**src/rtl/spi_irq_pkg.sv**
```systemverilog
package spi_irq_pkg;

   localparam int unsigned IRQ_BITS = 7;

   // status bit positions
   localparam int unsigned B_RX_OVF    = 0;
   localparam int unsigned B_MODE_FAIL = 1;
   localparam int unsigned B_TX_LOW    = 2;
   localparam int unsigned B_TX_FULL   = 3;
   localparam int unsigned B_RX_HIGH   = 4;
   localparam int unsigned B_RX_FULL   = 5;
   localparam int unsigned B_TX_UNDER  = 6;

   localparam int unsigned NUM_STICKY = 3;

   typedef logic [IRQ_BITS-1:0] irq_vec_t;

   typedef enum logic [2:0] {
      A_STAT  = 3'd0,
      A_MSET  = 3'd1,
      A_MCLR  = 3'd2,
      A_MASK  = 3'd3,
      A_TXTHR = 3'd4,
      A_RXTHR = 3'd5
   } reg_addr_e;

endpackage

```
**src/rtl/spi_irq_sticky.sv**
```systemverilog
module spi_irq_sticky #(
   parameter int unsigned N = 3
) (
   input  logic         clk,
   input  logic         rst_n,
   input  logic [N-1:0] set_i,
   input  logic [N-1:0] clr_i,
   output logic [N-1:0] flag_o
);

   generate
      for (genvar i = 0; i < N; i++) begin : g_flag
         logic q;
         always_ff @(posedge clk) begin
            if (!rst_n)
               q <= 1'b0;
            else
               q <= (q & ~clr_i[i]) | set_i[i];   // event has priority
         end
         assign flag_o[i] = q;
      end
   endgenerate

endmodule

```
**src/rtl/spi_irq_level.sv**
```systemverilog
module spi_irq_level #(
   parameter int unsigned CNT_W     = 6,
   parameter bit          REGISTERED = 1'b0
) (
   input  logic             clk,
   input  logic             rst_n,
   input  logic [CNT_W-1:0] tx_count_i,
   input  logic [CNT_W-1:0] rx_count_i,
   input  logic [CNT_W-1:0] tx_thr_i,
   input  logic [CNT_W-1:0] rx_thr_i,
   input  logic             tx_full_i,
   input  logic             rx_full_i,
   output logic             tx_low_o,
   output logic             tx_full_o,
   output logic             rx_high_o,
   output logic             rx_full_o
);

   logic tx_low_c, rx_high_c;

   assign tx_low_c  = (tx_count_i <  tx_thr_i);
   assign rx_high_c = (rx_count_i >= rx_thr_i);

   generate
      if (REGISTERED) begin : g_reg
         always_ff @(posedge clk) begin
            if (!rst_n) begin
               tx_low_o  <= 1'b0;
               tx_full_o <= 1'b0;
               rx_high_o <= 1'b0;
               rx_full_o <= 1'b0;
            end else begin
               tx_low_o  <= tx_low_c;
               tx_full_o <= tx_full_i;
               rx_high_o <= rx_high_c;
               rx_full_o <= rx_full_i;
            end
         end
      end else begin : g_comb
         logic unused_clk;
         assign unused_clk = clk ^ rst_n;
         assign tx_low_o   = tx_low_c;
         assign tx_full_o  = tx_full_i;
         assign rx_high_o  = rx_high_c;
         assign rx_full_o  = rx_full_i;
      end
   endgenerate

endmodule

```
**src/rtl/spi_irq_regs.sv**
```systemverilog
module spi_irq_regs
   import spi_irq_pkg::*;
#(
   parameter int unsigned DATA_W = 32,
   parameter int unsigned CNT_W  = 6
) (
   input  logic              clk,
   input  logic              rst_n,
   input  logic              wr_en_i,
   input  logic [2:0]        wr_addr_i,
   input  logic [DATA_W-1:0] wr_data_i,
   input  logic [2:0]        rd_addr_i,
   input  irq_vec_t          status_i,
   output irq_vec_t          mask_o,
   output logic [CNT_W-1:0]  tx_thr_o,
   output logic [CNT_W-1:0]  rx_thr_o,
   output irq_vec_t          stat_clr_o,
   output logic [DATA_W-1:0] rd_data_o
);

   localparam logic [CNT_W-1:0] THR_RST = CNT_W'(1);

   irq_vec_t         mask_q;
   logic [CNT_W-1:0] tx_thr_q, rx_thr_q;
   irq_vec_t         wbits;
   logic             unused_wdata;

   assign wbits        = wr_data_i[IRQ_BITS-1:0];
   assign unused_wdata = ^wr_data_i;

   always_ff @(posedge clk) begin
      if (!rst_n) begin
         mask_q   <= '0;
         tx_thr_q <= THR_RST;
         rx_thr_q <= THR_RST;
      end else if (wr_en_i) begin
         case (wr_addr_i)
            A_MSET:  mask_q   <= mask_q | wbits;
            A_MCLR:  mask_q   <= mask_q & ~wbits;
            A_TXTHR: tx_thr_q <= wr_data_i[CNT_W-1:0];
            A_RXTHR: rx_thr_q <= wr_data_i[CNT_W-1:0];
            default: ;
         endcase
      end
   end

   assign stat_clr_o = (wr_en_i && wr_addr_i == A_STAT) ? wbits : '0;

   always_comb begin
      rd_data_o = '0;
      case (rd_addr_i)
         A_STAT:  rd_data_o = DATA_W'(status_i);
         A_MASK:  rd_data_o = DATA_W'(mask_q);
         A_TXTHR: rd_data_o = DATA_W'(tx_thr_q);
         A_RXTHR: rd_data_o = DATA_W'(rx_thr_q);
         default: rd_data_o = '0;
      endcase
   end

   assign mask_o   = mask_q;
   assign tx_thr_o = tx_thr_q;
   assign rx_thr_o = rx_thr_q;

endmodule

```
**src/rtl/spi_irq_ctrl.sv**
```systemverilog
module spi_irq_ctrl
   import spi_irq_pkg::*;
#(
   parameter int unsigned FIFO_DEPTH = 32,
   parameter int unsigned DATA_W     = 32,
   parameter bit          LEVEL_REG  = 1'b0,
   localparam int unsigned CNT_W     = $clog2(FIFO_DEPTH + 1)
) (
   input  logic              clk,
   input  logic              rst_n,
   input  logic [CNT_W-1:0]  tx_count_i,
   input  logic [CNT_W-1:0]  rx_count_i,
   input  logic              tx_full_i,
   input  logic              rx_full_i,
   input  logic              tx_underflow_i,
   input  logic              rx_overflow_i,
   input  logic              mode_fail_i,
   input  logic              reg_wr_i,
   input  logic [2:0]        reg_waddr_i,
   input  logic [DATA_W-1:0] reg_wdata_i,
   input  logic [2:0]        reg_raddr_i,
   output logic [DATA_W-1:0] reg_rdata_o,
   output logic              irq_o
);

   generate
      if (FIFO_DEPTH < 2) begin : g_bad_depth
         $error("spi_irq_ctrl: FIFO_DEPTH must be at least 2");
      end
      if (DATA_W < IRQ_BITS || DATA_W < CNT_W) begin : g_bad_width
         $error("spi_irq_ctrl: DATA_W too narrow for status or threshold");
      end
   endgenerate

   irq_vec_t               status_w, mask_w, clr_w;
   logic [CNT_W-1:0]       tx_thr_w, rx_thr_w;
   logic [NUM_STICKY-1:0]  ev_set, ev_clr, ev_flag;
   logic                   tx_low, tx_full, rx_high, rx_full;
   logic                   irq_q;

   // sticky slot order: 0 rx overflow, 1 mode fault, 2 tx underflow
   assign ev_set = {tx_underflow_i, mode_fail_i, rx_overflow_i};
   assign ev_clr = {clr_w[B_TX_UNDER], clr_w[B_MODE_FAIL], clr_w[B_RX_OVF]};

   spi_irq_sticky #(.N(NUM_STICKY)) u_sticky (
      .clk    (clk),
      .rst_n  (rst_n),
      .set_i  (ev_set),
      .clr_i  (ev_clr),
      .flag_o (ev_flag)
   );

   spi_irq_level #(.CNT_W(CNT_W), .REGISTERED(LEVEL_REG)) u_level (
      .clk        (clk),
      .rst_n      (rst_n),
      .tx_count_i (tx_count_i),
      .rx_count_i (rx_count_i),
      .tx_thr_i   (tx_thr_w),
      .rx_thr_i   (rx_thr_w),
      .tx_full_i  (tx_full_i),
      .rx_full_i  (rx_full_i),
      .tx_low_o   (tx_low),
      .tx_full_o  (tx_full),
      .rx_high_o  (rx_high),
      .rx_full_o  (rx_full)
   );

   always_comb begin
      status_w              = '0;
      status_w[B_RX_OVF]    = ev_flag[0];
      status_w[B_MODE_FAIL] = ev_flag[1];
      status_w[B_TX_UNDER]  = ev_flag[2];
      status_w[B_TX_LOW]    = tx_low;
      status_w[B_TX_FULL]   = tx_full;
      status_w[B_RX_HIGH]   = rx_high;
      status_w[B_RX_FULL]   = rx_full;
   end

   spi_irq_regs #(.DATA_W(DATA_W), .CNT_W(CNT_W)) u_regs (
      .clk        (clk),
      .rst_n      (rst_n),
      .wr_en_i    (reg_wr_i),
      .wr_addr_i  (reg_waddr_i),
      .wr_data_i  (reg_wdata_i),
      .rd_addr_i  (reg_raddr_i),
      .status_i   (status_w),
      .mask_o     (mask_w),
      .tx_thr_o   (tx_thr_w),
      .rx_thr_o   (rx_thr_w),
      .stat_clr_o (clr_w),
      .rd_data_o  (reg_rdata_o)
   );

   always_ff @(posedge clk) begin
      if (!rst_n)
         irq_q <= 1'b0;
      else
         irq_q <= |(mask_w & status_w);
   end

   assign irq_o = irq_q;

endmodule

```
**config.mk**
```make
export PLATFORM = sky130hd
export DESIGN_NAME = spi_irq_ctrl
export DESIGN_NICKNAME = d
export VERILOG_FILES = /design/src/rtl/spi_irq_pkg.sv /design/src/rtl/spi_irq_sticky.sv /design/src/rtl/spi_irq_level.sv /design/src/rtl/spi_irq_regs.sv /design/src/rtl/spi_irq_ctrl.sv
export SDC_FILE = /design/constraint.sdc
export NUM_CORES = 1
export LEC_CHECK = 0
export BUFFER_PORTS_ARGS = -buffer_cell sky130_fd_sc_hd__buf_4
export CORE_MARGIN = 10
export CORE_UTILIZATION = 25
export DETAILED_ROUTE_END_ITERATION = 6
export SLEW_MARGIN = 5
export SYNTH_ARGS = -nofsm -noshare
export SYNTH_HDL_FRONTEND = slang
export SYNTH_HIERARCHICAL = 1
export SYNTH_SLANG_ARGS = --single-unit
```
**constraint.sdc**
```tcl
create_clock -name clk -period 2.5 [get_ports clk]
set_input_delay 0 -clock clk [delete_from_list [all_inputs] [get_ports clk]]
set_output_delay 0 -clock clk [all_outputs]
set_load 0.01 [all_outputs]
```
; ---- Word level (Yosys, flattened, before mapping)
; Cells that the tools add are included.
[op_classes]
magnitude_cmp = 2
eq_ne = 7
n_mux = 3
bitwise_logic = 13
n_reduce_logical = 8
[op_table]
columns = op, n
row1 = 7-bit case mux with 4 select lines, 1
row2 = 7-bit bitwise AND, 2
row3 = 7-bit case mux with 2 select lines, 1
row4 = "3-bit equality test, second input constant", 4
row5 = 7-bit 2-to-1 mux, 1
row6 = 7-bit inverter, 1
row7 = 7-bit bitwise OR, 1
row8 = 7-bit OR reduction, 1
row9 = "3-bit by 2-bit equality test with 1-bit output, second input constant", 2
row10 = 6-bit greater-or-equal comparator, 1
row11 = 3-bit logical NOT, 2
row12 = 6-bit < comparator, 1
row13 = 2-bit AND reduction, 3
row14 = 1-bit bitwise AND, 3
row15 = "3-bit by 1-bit equality test with 1-bit output, second input constant", 1
row16 = 1-bit inverter, 3
row17 = 1-bit bitwise OR, 3
row18 = 2-bit nonzero test, 1
row19 = 1-bit logical AND, 1
[word_totals]
regBits = 23
inputBits = 58
output_inout_bits = 33
elab_cells = 40

; ---- Longest topological paths before layout
; Gate-level depths: netlist (run 1).
[depth]
ltp_word = 6
mapped_depth = 7
mapped_depth_nobuf = 7

; ---- Cells and area by module
; Netlist (run 1), hierarchy kept.
[modules_own_cells]
columns = module, instances, cells_each, area_each_um2, seq_area_each_um2
row1 = spi_irq_regs, 1, 133, 1196.1, 380.4
row2 = spi_irq_level, 1, 38, 276.5, 0.0
row3 = spi_irq_sticky, 1, 12, 146.4, 60.1
row4 = spi_irq_ctrl, 1, 6, 55.1, 20.0

; ---- Worst setup path before layout (run 1)
; Ideal clock, no wire load.
[synth_path]
path_kind = register to register
from = register u_regs.tx_thr_q[5], in the netlist u_regs/tx_thr_o[5]
to = register irq_q, in the netlist irq_o
setup_ns = 0.131
arrival_ns = 1.253
required_time_ns = 2.369
path_slack_ns = 1.116
path_stages_with_launch = 7
n_path_buf = 0
period_less_slack_ns = 1.384
path_cell_list = dfxtp_1 inv_1 ha_1 nand4_1 o221a_2 a22oi_1 a31oi_1
[synth_between]
elab_chain_len = 3
[synth_lines]
columns = item, line_no
row1 = "start, declared", spi_irq_regs.sv:24  ; logic [CNT_W-1:0] tx_thr_q, rx_thr_q;
row2 = "start signal, assigned", spi_irq_regs.sv:40  ; A_TXTHR: tx_thr_q <= wr_data_i[CNT_W-1:0];
row3 = 6-bit < comparator, spi_irq_level.sv:21  ; assign tx_low_c = (tx_count_i < tx_thr_i);
row4 = via tx_low, spi_irq_ctrl.sv:38  ; logic tx_low, tx_full, rx_high, rx_full;
row5 = 7-bit bitwise AND, spi_irq_ctrl.sv:98  ; irq_q <= |(mask_w & status_w);
row6 = 7-bit OR reduction, spi_irq_ctrl.sv:98
row7 = "end signal, assigned", spi_irq_ctrl.sv:98
row8 = "end, declared", spi_irq_ctrl.sv:39  ; logic irq_q;
; The timed path passes the listed nets, and every way through them passes these cells.
; A chain may end at the register's enable or synchronous reset.

; ---- Final worst setup path (run 1)
[layout_path]
from = register u_regs.rx_thr_q[5], in the netlist u_regs/rx_thr_o[5]
to = output reg_rdata_o[4]
[layout_between]
elab_chain_len = 2
[layout_lines]
columns = item, line_no
row1 = "start, declared", spi_irq_regs.sv:24
row2 = "start signal, assigned", spi_irq_regs.sv:41  ; A_RXTHR: rx_thr_q <= wr_data_i[CNT_W-1:0];
row3 = 6-bit greater-or-equal comparator, spi_irq_level.sv:22  ; assign rx_high_c = (rx_count_i >= rx_thr_i);
row4 = via rx_high, spi_irq_ctrl.sv:38
row5 = 7-bit case mux with 4 select lines, spi_irq_regs.sv:51  ; case (rd_addr_i)
row6 = "end, declared", spi_irq_ctrl.sv:22  ; output logic [DATA_W-1:0] reg_rdata_o,
; The timed path passes the listed nets, and every way through them passes these cells.

==> PnR_summary.wiki, run 1 <==
{| class="wikitable"
! Metric !! Value
|-
| Run status || complete, no violations
|-
| Remaining max-slew budget at the tightest pin || 63.20%
|-
| Die area || between 10000 and 15000 um^2
|-
| Number of cells produced by synthesis || between 150 and 200
|-
| Number of iterations in the first detailed-routing pass || 4
|-
| Buffer levels on the longest clock path || 2
|-
| Final setup violating endpoints || 0
|-
| WS Path Type || flop to output pin
|-
| Most common library cell in the layout ignoring fill and taps || sky130_fd_sc_hd__buf_4
|-
| Num CTS Buffers || 3
|-
| Count of unresolved DRC violations after routing || 0
|-
| Final HPWL from detailed placement || between 3000 and 4000 um
|-
| Total length of routed wires || 4208 um
|-
| Global route overflow || 0
|-
| CP Data Required Time || about 2.5 ns
|-
| Slew of the pin with the lowest slew margin || between 0.5 and 0.6 ns
|-
| Setup skew after layout || between 0.002 and 0.003 ns
|-
| Reg-to-reg critical path endpoint || irq_o$_SDFF_PN0_
|-
| Routed WL per cell || 14.07 um
|-
| Post-detailed-route via-to-cell ratio || 4.445
|-
| Clock tree from TritonCTS || built
|-
| Die X || approximately 100 um
|-
| Nature of the critical path startpoint || flop
|-
| Startpoint of the worst hold path || reg_wdata_i[6]
|-
| Max IR drop VDD || approximately 140 uV
|-
| Average instance area after synthesis || 8.914 um^2
|-
| Number of cells on the worst reg-to-reg path || 6
|-
| Quantity of I/O buffers inserted on ports || 40
|-
| Final hold viol count || 0
|-
| Vias in the first global route || 1296
|-
| Sinks on Clock Net || 23
|-
| Final TNS setup || 0 ns
|-
| Setup repair after global routing missed its margin || false
|-
| Total count of max-transition violations in the final report || 0
|-
| GR Util All Layers || between 7 and 8%
|-
| Max Freq || ~0.52 GHz
|-
| Hold path cells || 3
|-
| Pwr dens || a little over 400 nW/um^2
|-
| Max Cap Viol || 0
|-
| Depth of the CTS H-tree || 1
|-
| Final worst path period share || between 70% and 80%
|-
| Maximum number of pins on one net before global-route repair || 24
|-
| Via count of the routed design || between 1000 and 1500
|-
| Worst hold path class || input pin to flop
|-
| Rows || 29
|-
| Routability congestion estimate from global placement || approximately 0.73
|-
| IO Pins || 91
|-
| Summed instance area of the synthesized netlist || ~1600 um^2
|-
| Signed area change from the synthesized netlist to the final layout || 19.27%
|-
| Clock latency on the worst-skew pair || between 0.2 and 0.3 ns
|-
| Layout cell share with drive strength beyond 1 || between 20% and 30%
|-
| Die boundary height || a little over 100 um
|-
| Sort of element at the end of the critical path || output pin
|-
| Placeable core region || between 6000 and 7000 um^2
|-
| Number of antenna violations at the first check in global routing || 0
|-
| Highest fanout seen on the critical path || 3
|-
| Post-Layout Cell Count || 299
|-
| Layout Nets || about 290
|-
| Power after layout || approximately 0.0008 W
|-
| Most frequent cells in the layout || 41 x sky130_fd_sc_hd__buf_4, 25 x sky130_fd_sc_hd__conb_1, 23 x sky130_fd_sc_hd__dfxtp_1, 18 x sky130_fd_sc_hd__mux2i_1, 13 x sky130_fd_sc_hd__a21oi_1
|-
| Critical Path AT || ~1.9 ns
|-
| Core Util, Final || 30.80%
|-
| Minimum period implied by the final worst setup slack || between 1.5 and 2 ns
|-
| Number of design-rule violations left by the first detailed-router iteration || 86
|-
| Initial Utilization || about a quarter
|-
| Placed cell count || around 290
|-
| Master cell of the clock root buffer || sky130_fd_sc_hd__clkbuf_8
|-
| Global-route wire length before repair || 6451 um
|-
| Number of antenna cells inserted || 0
|-
| Crit Reg-Reg Startpoint || u_regs/tx_thr_o[5]$_SDFFE_PN0P_
|-
| LEAKAGE || approximately 0.86 nW
|-
| Detail Route Antenna Nets || 0
|-
| Clock transition at the registers of the reported paths || approximately 0.08 ns
|-
| Number of inserted filler cells in the final layout || ~700
|-
| R2r setup slk || between 0.9 and 1 ns
|-
| Number of warnings issued by yosys || 6
|}
timing repair:
| item | 4_1_cts | 5_1_grt |
|---|---|---|
| hold buffers | 4 | 0 |
| gates resized for setup | 0 | 0 |
| endpoints found under the hold margin | 5 | 0 |
| buffers inserted | 0 | 0 |
per-layer routing:
layer	global-route usage, %	share of wire (%)	up-vias
met4	2.572	0.86	0
li1	-	-	670
met1	9.354	42	597
met3	2.178	9.6	4
met2	13.13	47	58
met5	0	0	-
worst max-delay path, cell delays in order (launching register included):
cell and delay, ns:
sky130_fd_sc_hd__dfxtp_1 0.38, sky130_fd_sc_hd__inv_1 0.06, sky130_fd_sc_hd__ha_1 0.31, sky130_fd_sc_hd__nand4_1 0.08
sky130_fd_sc_hd__o221ai_1 0.26, sky130_fd_sc_hd__a22oi_1 0.14, sky130_fd_sc_hd__o22ai_1 0.24, sky130_fd_sc_hd__buf_4 0.17
worst max path at each step:
stage	start	slack (ns)	end
2_1_floorplan	u_regs/tx_thr_o[5]$_SDFFE_PN0P_	1.12	irq_o$_SDFF_PN0_
3_3_place_gp	u_regs/rx_thr_o[5]$_SDFFE_PN0P_	0.92	reg_rdata_o[4]
3_5_place_dp	u_regs/rx_thr_o[5]$_SDFFE_PN0P_	0.93	reg_rdata_o[4]
4_1_cts	u_regs/rx_thr_o[5]$_SDFFE_PN0P_	0.62	reg_rdata_o[4]
5_1_grt	u_regs/rx_thr_o[5]$_SDFFE_PN0P_	0.47	reg_rdata_o[4]
6_report	u_regs/rx_thr_o[5]$_SDFFE_PN0P_	0.59	reg_rdata_o[4]
where the power goes:
part           switching [W]  internal [W]  total [W]
clock               0.000117      0.000114   0.000231
sequential        0.00000977      0.000378   0.000388
combinational      0.0000903     0.0000907   0.000181
cell type report:
class | count | area [um^2] | area share (%)
repair buffers | 45 | 347.8 | 17.68
well taps | 77 | 96.34 | 4.898
multi-input cells | 138 | 972.2 | 49.43
inverters | 12 | 45.04 | 2.290
clock buffers | 4 | 45.04 | 2.290
flip-flops and latches | 23 | 460.4 | 23.41
through the flow:
| stage | setup WS (ns) | hold WS, ns | area, um^2 |
|---|---|---|---|
| final | 0.5885 | 0.008781 | 1967 |
| after detailed placement | 0.9267 | 0.2161 | 1882 |
| after floorplan | 1.116 | 0.1093 | 1739 |
| after global routing | 0.4724 | 0.02037 | 1967 |
| after global placement | 0.9151 | 0.2128 | 1882 |
| after CTS | 0.6197 | 0.001853 | 1967 |
Note: power is estimated with default switching activity, not from simulation.
==> inputs of run 2 (changes only) <==
==> constraint.sdc (replaced) <==
create_clock -name clk -period 1.8 [get_ports clk]
set_input_delay 0 -clock clk [delete_from_list [all_inputs] [get_ports clk]]
set_output_delay 0 -clock clk [all_outputs]
set_load 0.01 [all_outputs]
==> PnR_summary.wiki, run 2 (synthesis results as in run 1) <==
{| class="wikitable"
! Metric !! Value
|-
| Run status || complete, no violations
|-
| Layout cell share with drive strength beyond 1 || a little over a third
|-
| Clock latency on the worst-skew pair || ~0.26 ns
|-
| Total count of max-transition violations in the final report || 0
|-
| Rows || 29
|-
| Max IR drop VDD || 236.1 uV
|-
| Cell type of the slowest stage on the worst timing path || sky130_fd_sc_hd__dfxtp_2
|-
| Worst-case hold slack || around 0.0081 ns
|-
| Kind of cell adding the most delay to the critical path || compound AO/OA/AOI/OAI gates
|-
| Sinks on Clock Net || 23
|-
| LEAKAGE || about 0.9 nW
|-
| CP Cell Sequence || inv_2, ha_4, nand4_1, o221a_2, a22oi_2, o22ai_2, buf_4
|-
| Number of iterations in the first detailed-routing pass || 4
|-
| Detail Route Antenna Nets || 0
|-
| Num CTS Buffers || 3
|-
| Nature of the critical path startpoint || flop
|-
| Master cell of the clock root buffer || sky130_fd_sc_hd__clkbuf_8
|-
| Setup repair after global routing missed its margin || true
|-
| Final HPWL from detailed placement || ~3500 um
|-
| Placeable core region || 6386 um^2
|-
| GR Util All Layers || roughly 7.9%
|-
| Max Freq || around 0.56 GHz
|-
| Final hold viol count || 0
|-
| Minimum period implied by the final worst setup slack || around 1.8 ns
|-
| Pwr dens || 539.4 nW/um^2
|-
| Remaining max-slew budget at the tightest pin || a little over three fifths
|-
| Die X || 101.2 um
|-
| Worst slack at placement || about 0.21 ns
|-
| Global route overflow || 0
|-
| Initial Utilization || between 20% and 30%
|-
| Global-route wire length before repair || 6520 um
|-
| Via count of the routed design || about 1400
|-
| Core Util, Final || between 30% and 40%
|-
| Setup skew after layout || 0.001821 ns
|-
| IO Pins || around 90
|-
| Buffer levels on the longest clock path || 2
|-
| Maximum number of pins on one net before global-route repair || 24
|-
| CP Data Required Time || roughly 1.8 ns
|-
| Max Cap Viol || 0
|-
| Final setup violating endpoints || 0
|-
| Clock tree from TritonCTS || built
|-
| Total length of routed wires || ~4400 um
|-
| Sort of element at the end of the critical path || output pin
|-
| Number of antenna violations at the first check in global routing || 0
|-
| Worst hold path class || input pin to flop
|-
| Highest fanout seen on the critical path || 2
|-
| Buf+Inv Stages, Crit Path || 2
|-
| Crit path largest cell delay || 0.35 ns
|-
| Depth of the CTS H-tree || 1
|-
| Setup slack of the critical path after layout || 0.02651 ns
|-
| Number of design-rule violations left by the first detailed-router iteration || between 70 and 80
|-
| Quantity of I/O buffers inserted on ports || 40
|-
| WS Path Type || flop to output pin
|-
| Routability congestion estimate from global placement || approximately 0.74
|-
| Die boundary height || 101.2 um
|-
| Slew of the pin with the lowest slew margin || between 0.5 and 0.6 ns
|-
| R2r setup slk || between 0.2 and 0.25 ns
|-
| Routed WL per cell || around 14 um
|-
| Vias in the first global route || about 1300
|-
| Signed area change from the synthesized netlist to the final layout || 28.68%
|-
| Most frequent cells in the layout || 47 x sky130_fd_sc_hd__buf_4, 25 x sky130_fd_sc_hd__conb_1, 18 x sky130_fd_sc_hd__mux2i_1, 14 x sky130_fd_sc_hd__dfxtp_1, 11 x sky130_fd_sc_hd__a21oi_1
|-
| Final worst path period share || between 90% and 100%
|-
| Post-detailed-route via-to-cell ratio || around 4.5
|-
| Critical Path AT || roughly 1.8 ns
|-
| Number of antenna cells inserted || 0
|-
| Clock transition at the registers of the reported paths || about 0.08 ns
|-
| Count of unresolved DRC violations after routing || 0
|-
| Layout Nets || between 200 and 300
|-
| Most common library cell in the layout ignoring fill and taps || sky130_fd_sc_hd__buf_4
|-
| Die area || just over 10000 um^2
|}
==> run 2: final timing paths <==
check	start	to	depth (start not counted)
hold / removal	reg_wdata_i[6]	flop	3
setup reg to reg	u_regs/rx_thr_o[0]$_SDFFE_PN1P_	irq_o$_SDFF_PN0_	7
setup / recovery	u_regs/tx_thr_o[4]$_SDFFE_PN0P_	reg_rdata_o[2]	7
hold reg to reg	u_regs/rx_thr_o[0]$_SDFFE_PN1P_	u_regs/rx_thr_o[0]$_SDFFE_PN1P_	2
==> run 2: area by class of cell <==
class | instances | area, um^2
sequential | 23 | 471.7
multi-input combinational | 138 | 1071
timing repair buffer | 51 | 392.9
fill | 679 | 4264
tap | 77 | 96.34
clock buffer | 4 | 45.04
inverter | 12 | 45.04
==> run 2: timing repair <==
action / 4_1_cts / 5_1_grt
setup buffers: 1 / 5
pin swaps: 1 / 8
endpoints found under the hold margin: 5 / 0
gates resized for setup: 9 / 16
setup endpoints to repair: 2 / 2
hold buffers: 4 / 0
==> run 2: metal layers <==
metal  routed length, um  global-route usage [%]  vias to the layer above
met1                1860                   9.643                      623
met5                   0                       0                        -
met3                 431                   2.314                        2
li1                    -                       -                      684
met4                  17                   2.251                        0
met2                2113                   13.18                       53
==> run 2: worst register-to-register path, delay by kind of cell, from the launching register on <==
family,cells,cell delay [ns]
AOI/OAI and AO/OA,4,0.56
and+or+nand+nor,1,0.15
adders and majority gates,1,0.25
buffers and inverters,1,0.16
DFF,1,0.34
==> run 2: per-stage QoR <==
step,cells,power [W],TNS (ns),area [um^2]
finish,305,0.001145,0,2122
global route,305,0.001214,-0.1344,2122
CTS,300,0.001133,0,2002
detailed placement,291,0.0007962,0,1882
global placement,291,0.0007914,0,1882
floorplan,209,0.0007394,0,1739
==> run 2: power breakdown <==
group / switching [W] / internal (W) / total, W
Combinational: 0.000140 / 0.000143 / 0.000283
Sequential: 0.0000133 / 0.000526 / 0.000539
Clock: 0.000165 / 0.000158 / 0.000323
